==> src/rtl/fdl_pkg.sv <==
package fdl_pkg;
    localparam int BYTE_W    = 8;
    localparam int MAX_DRV   = 4;
    localparam int SIDE_BIT  = 4;
    localparam int MOTOR_BIT = 6;
    localparam int DENS_BIT  = 7;

    typedef struct packed {
        logic side;
        logic motor;
        logic dens;
    } ctl_fields_t;

    function automatic ctl_fields_t split_ctl(input logic [BYTE_W-1:0] b);
        ctl_fields_t f;
        f.side  = b[SIDE_BIT];
        f.motor = b[MOTOR_BIT];
        f.dens  = b[DENS_BIT];
        return f;
    endfunction
endpackage

==> src/rtl/fdl_sel_dec.sv <==
module fdl_sel_dec #(
    parameter int NDRV = 4,
    localparam int IDXW = (NDRV > 1) ? $clog2(NDRV) : 1
) (
    input  logic [NDRV-1:0] sel_n,
    output logic [NDRV-1:0] onehot,
    output logic [IDXW-1:0] idx,
    output logic            hit
);
    // clear_above[i] is high when no select at index i or above is active
    logic [NDRV:0] clear_above;
    assign clear_above[NDRV] = 1'b1;

    genvar g;
    generate
        for (g = NDRV - 1; g >= 0; g--) begin : g_prio
            assign clear_above[g] = clear_above[g+1] & sel_n[g];
            assign onehot[g]      = ~sel_n[g] & clear_above[g+1];
        end
    endgenerate

    assign hit = ~clear_above[0];

    always_comb begin
        idx = '0;
        for (int i = 0; i < NDRV; i++) begin
            if (onehot[i]) idx = IDXW'(i);
        end
    end

    always_comb begin
        a_onehot_r3: assert ($onehot0(onehot) || $isunknown(sel_n));
    end
endmodule

==> src/rtl/fdl_drv_regs.sv <==
module fdl_drv_regs #(
    parameter int NDRV = 4,
    localparam int IDXW = (NDRV > 1) ? $clog2(NDRV) : 1
) (
    input  logic                clk,
    input  logic                rst,
    input  logic                we,
    input  logic [NDRV-1:0]     onehot_nxt,
    input  logic [IDXW-1:0]     idx_nxt,
    input  logic                hit_nxt,
    input  fdl_pkg::ctl_fields_t fld,
    output logic [NDRV-1:0]     sel_q,
    output logic [IDXW-1:0]     idx_q,
    output logic                none_q,
    output logic [NDRV-1:0]     side_q,
    output logic [NDRV-1:0]     motor_q,
    output logic                dens_q
);
    always_ff @(posedge clk) begin
        if (rst) begin
            sel_q  <= '0;
            idx_q  <= '0;
            none_q <= 1'b1;
            dens_q <= 1'b0;
        end else if (we) begin
            sel_q  <= onehot_nxt;
            idx_q  <= idx_nxt;
            none_q <= ~hit_nxt;
            dens_q <= fld.dens;
        end
    end

    genvar g;
    generate
        for (g = 0; g < NDRV; g++) begin : g_drv
            always_ff @(posedge clk) begin
                if (rst) begin
                    side_q[g]  <= 1'b0;
                    motor_q[g] <= 1'b0;
                end else if (we) begin
                    side_q[g]  <= onehot_nxt[g] & fld.side;
                    motor_q[g] <= onehot_nxt[g] & fld.motor;
                end
            end
        end
    endgenerate

    p_side_only_sel_r5: assert property (@(posedge clk) disable iff (rst)
        (side_q & ~sel_q) == '0);
    p_motor_only_sel_r6: assert property (@(posedge clk) disable iff (rst)
        (motor_q & ~sel_q) == '0);
    p_none_quiet_r4: assert property (@(posedge clk) disable iff (rst)
        none_q |-> (sel_q == '0 && side_q == '0 && motor_q == '0));
    p_dens_follow_r7: assert property (@(posedge clk) disable iff (rst)
        we |=> dens_q == $past(fld.dens));
    p_hold_r9: assert property (@(posedge clk) disable iff (rst)
        !we |=> ($stable(sel_q) && $stable(side_q) && $stable(motor_q) && $stable(dens_q)));
endmodule

==> src/rtl/fdl_prn_port.sv <==
module fdl_prn_port #(
    parameter int W = 8
) (
    input  logic         clk,
    input  logic         rst,
    input  logic         we,
    input  logic [W-1:0] din,
    output logic [W-1:0] dout
);
    always_ff @(posedge clk) begin
        if (rst)     dout <= '0;
        else if (we) dout <= ~din;
    end

    p_invert_r8: assert property (@(posedge clk) disable iff (rst)
        we |=> (dout ^ $past(din)) == '1);
    p_prn_hold_r10: assert property (@(posedge clk) disable iff (rst)
        !we |=> $stable(dout));
endmodule

==> src/rtl/fdl_ctrl_latch.sv <==
module fdl_ctrl_latch #(
    parameter int NDRV = 4,   // at most fdl_pkg::MAX_DRV
    localparam int IDXW = (NDRV > 1) ? $clog2(NDRV) : 1
) (
    input  logic                        clk,
    input  logic                        rst,
    input  logic                        ctl_we,
    input  logic                        prn_we,
    input  logic [fdl_pkg::BYTE_W-1:0]  wdata,
    output logic [NDRV-1:0]             drv_sel,
    output logic [IDXW-1:0]             drv_idx,
    output logic                        drv_none,
    output logic [NDRV-1:0]             drv_side,
    output logic [NDRV-1:0]             drv_motor,
    output logic                        dense,
    output logic [fdl_pkg::BYTE_W-1:0]  prn_data
);
    import fdl_pkg::*;

    logic [NDRV-1:0] dec_onehot;
    logic [IDXW-1:0] dec_idx;
    logic            dec_hit;
    ctl_fields_t     fields;

    assign fields = split_ctl(wdata);

    fdl_sel_dec #(.NDRV(NDRV)) u_dec (
        .sel_n  (wdata[NDRV-1:0]),
        .onehot (dec_onehot),
        .idx    (dec_idx),
        .hit    (dec_hit)
    );

    fdl_drv_regs #(.NDRV(NDRV)) u_drv (
        .clk        (clk),
        .rst        (rst),
        .we         (ctl_we),
        .onehot_nxt (dec_onehot),
        .idx_nxt    (dec_idx),
        .hit_nxt    (dec_hit),
        .fld        (fields),
        .sel_q      (drv_sel),
        .idx_q      (drv_idx),
        .none_q     (drv_none),
        .side_q     (drv_side),
        .motor_q    (drv_motor),
        .dens_q     (dense)
    );

    fdl_prn_port #(.W(BYTE_W)) u_prn (
        .clk  (clk),
        .rst  (rst),
        .we   (prn_we),
        .din  (wdata),
        .dout (prn_data)
    );

    p_sel_consistent_r2: assert property (@(posedge clk) disable iff (rst)
        drv_none == (drv_sel == '0));
    p_sel_onehot_r2: assert property (@(posedge clk) disable iff (rst)
        $onehot0(drv_sel));
    p_sel_top_r3: assert property (@(posedge clk) disable iff (rst)
        (ctl_we && wdata[NDRV-1] == 1'b0) |=> drv_idx == IDXW'(NDRV - 1));
    p_reset_r1: assert property (@(posedge clk)
        rst |=> (drv_none && drv_sel == '0 && drv_motor == '0 && prn_data == '0));
endmodule

==> config.mk <==
export PLATFORM = sky130hd
export DESIGN_NAME = fdl_ctrl_latch
export DESIGN_NICKNAME = d
export VERILOG_FILES = /design/src/rtl/fdl_pkg.sv /design/src/rtl/fdl_sel_dec.sv /design/src/rtl/fdl_drv_regs.sv /design/src/rtl/fdl_prn_port.sv /design/src/rtl/fdl_ctrl_latch.sv
export SDC_FILE = /design/constraint.sdc
export NUM_CORES = 1
export LEC_CHECK = 0
export BUFFER_PORTS_ARGS = -buffer_cell sky130_fd_sc_hd__buf_2
export CAP_MARGIN = 5
export CORE_UTILIZATION = 41
export DETAILED_ROUTE_END_ITERATION = 10
export GPL_ROUTABILITY_DRIVEN = 1
export PLACE_DENSITY = 0.7
export SLEW_MARGIN = 15
export SYNTH_ARGS = -nofsm -noshare
export SYNTH_HDL_FRONTEND = slang
export SYNTH_SLANG_ARGS = --single-unit
==> constraint.sdc <==
create_clock -name clk -period 0.8 [get_ports clk]
set_input_delay 0.2 -clock clk [delete_from_list [all_inputs] [get_ports clk]]
set_output_delay 0.2 -clock clk [all_outputs]
set_load 0.02 [all_outputs]
==> metrics.yaml <==
status:
  status: "complete, but fails checks"
  violations: "negative setup slack"
worst_setup_path:
  cp_slowest_cell: "dfxtp_2"
  slowest_delay_ns: 0.37
  critical_path_class: "reg -> out"
  reg2reg_slack_ns: 0.07
  start_kind: "flip-flop"
  crit-reg2reg-launch: "u_drv.sel_q[2]$_SDFFE_PP0P_"
  endpoint_kind: "output pin"
  critPathLaunch: "u_drv.motor_q[0]$_SDFFE_PP0P_"
  critPathMaxFanout: 2
  cpLargestDelayFamily: "flip-flops"
  r2r_cells: 3
  r2r-end: "u_drv.sel_q[2]$_SDFFE_PP0P_"
  required_ns: 0.60
  crit_buf_inv: 1
  cp.arrival_ns: 0.80
  path_cells: "buf_6"
synthesis:
  synth_top_cell_by_area: "dfxtp_1"
  synth.most_common_cell: "dfxtp_1"
  synth_cells: 89
  synthTopCellsByCount: "24 x dfxtp_1, 18 x nor2_1, 7 x a211oi_1, 7 x a21oi_1"
  ys_seq_area_share_pct: 55.5
  syn_avg_cell_area_um2: 9.73
  async_reset_ff_share_pct: 0
  synth_edf_count: 0
  synth-seq-cells: 24
  ys_types: 23
  synthTopCellsByArea: "dfxtp_1 55%, nor2_1 7.8%, a211oi_1 6.1%"
  synthFlopType: "dfxtp_1"
  ys_warn_count: 0
  syn_nets: 101
  syn_area_um2: 866
  synth_top_area_share_pct: 55.5
timing:
  slew_viol_final: 0
  skew_ns: 0
  fin_crit_sh_pct: 125
  worst_slack_ns: -0.199
  tightest_slew_ns: 0.253
  finalCriticalPeriod_ns: 0.999
  setup_tns_ns: -4.45
  rsz0062_at_grt: "true"
  hold_violations: 0
  setup_viol: 24
  fmax_mhz: 1000
  max_slew_margin_pct: 83.1
  hold_ws_ns: 0.0423
cells_and_area:
  nFillCells: 151
  num_antenna_cells: 0
  nets: 147
  drive_above_1_share_pct: 57.5
  utilization_pct: 68.9
  fin_area_um2: 1370
  areaGrowthSynthToFinish_pct: 57.7
drt:
  dr_total_vias: 800
  drc_errors: 0
  ant_nets: 0
  wire_per_inst_um: 12.8
  drt_wl_total_mm: 2.06
  via_per_inst: 4.97
  firstDrtPassIters: 4
  drt-initial-drc-count: 5
clock_tree:
  h-tree-depth: 1
  cts_sinks: 24
  cts_tree: "built"
  clk-insertion-delay-late_ns: 0.31
  path_clk_slew_ns: 0.13
  cts_made_buffers: 3
  cts_buffer_depth: 2
  clockRootBuffer: "clkbuf_4"
placement:
  place_area_um2: 1120
  hpwl_mm: 1.45
  portBuffers: 35
  gp_congestion: 0.768
floorplanning:
  die_area_um2: 2300
  start_util_pct: 43.7
  fp-row-count: 16
  die_h_um: 48.0
  core-area_um2: 1980
  die_w_um: 48.0
  ioPinCount: 36
global_routing:
  grt_pass1_wl_mm: 3.10
  track_usage_pct: 19.8
  globalRoute.totalOverflow: 0
  grt_pass1_vias: 729
  antenna_found_initial: 0
  grt_max_degree: 15
worst_hold_path:
  min_to: "u_prn.dout[5]$_SDFFE_PP0P_"
  min_from: "wdata[5]"
  whs_path_depth: 2
  hold_path_class: "in -> reg"
power:
  ir_drop_uv: 1200
  powerDensity_nw_per_um2: 1900
  leakagePower_nw: 0.611
job:
  maxCapViolCount: 0
metal layers:
metal,wire (um),GRT usage (%)
met2,951,33.2
met4,38,9.44
met5,0,0
met3,117,6.04
met1,948,23.0
registers in the layout (all words and copies together), names as in the netlist:
register and cells:
u_prn.dout 8, u_drv.none_q 1, u_drv.side_q 4, u_drv.idx_q 2
u_drv.motor_q 4, u_drv.sel_q 4, u_drv.dens_q 1
worst reg2reg max path, cell delays in order (launching register included):
cell     delay [ns]
dfxtp_2        0.35
buf_4          0.12
mux2i_1        0.12
nor2_1         0.05
how the worst max path moves through the flow:
| stage | slack (ns) | depth (start not counted) | to |
|---|---|---|---|
| 6_report | -0.20 | 1 | drv_motor[0] |
| 5_1_grt | -0.25 | 1 | drv_side[0] |
| 4_1_cts | -0.22 | 1 | drv_side[0] |
| 3_5_place_dp | -0.18 | 4 | u_drv.side_q[0]$_SDFFE_PP0P_ |
| 3_3_place_gp | -0.13 | 4 | u_drv.side_q[0]$_SDFFE_PP0P_ |
| 2_1_floorplan | 0.0002 | 4 | u_prn.dout[4]$_SDFFE_PP0P_ |
power breakdown:
| part | leakage (nW) | switching, W | internal (W) | total [W] |
|---|---|---|---|---|
| Clock | 0.0279 | 0.000363 | 0.000507 | 0.000870 |
| Sequential | 0.206 | 0.0000399 | 0.00126 | 0.00130 |
| Combinational | 0.377 | 0.000211 | 0.000208 | 0.000419 |
| Total | 0.611 | 0.000615 | 0.00198 | 0.00259 |
through the flow:
| step | std cells | total power, W | setup slack [ns] |
|---|---|---|---|
| floorplan | 89 | 0.00149 | 0.000187 |
| global placement | 156 | 0.00165 | -0.132 |
| detailed placement | 156 | 0.00165 | -0.181 |
| CTS | 160 | 0.00261 | -0.215 |
| global route | 161 | 0.00271 | -0.254 |
| finish | 161 | 0.00259 | -0.199 |
cell families after synthesis:
group,Yosys count,synth area share (%)
DFF,24,55.5
buffers and inverters,7,3.76
AOI/OAI and AO/OA,23,17.1
and+or+nand+nor,32,20.2
muxes,3,3.47
layout by cell type, fill, tap and decap left out, types with 2 or more instances in the layout:
master    netlist  routed
a211oi_1        7       7
a21oi_1         7       7
a22o_1          2       2
a22oi_1         2       2
buf_2           1      11
buf_4           1      11
buf_6           0      24
clkbuf_4        0       3
dfxtp_2         0      24
inv_1           2       2
mux2i_1         3       3
nand2b_1        2       2
nand3_1         2       2
nor2_1         18      18
nor2b_1         4       4
o21ai_0         4       4
area by class of cell:
| type | count | area [um^2] | area share, % |
|---|---|---|---|
| flip-flops and latches | 24 | 510 | 37.4 |
| clock buffers | 3 | 22.5 | 1.65 |
| inverters | 2 | 7.51 | 0.550 |
| well taps | 27 | 33.8 | 2.47 |
| clock inverters | 1 | 30.0 | 2.20 |
| multi-input cells | 58 | 353 | 25.8 |
| repair buffers | 46 | 408 | 29.9 |
repair_timing:
action	CTS	global route
hold buffers	0	0
setup buffers	0	1
resized for setup	72	0
endpoints found under the setup margin	24	24
Note: power is estimated with default switching activity, not from simulation.
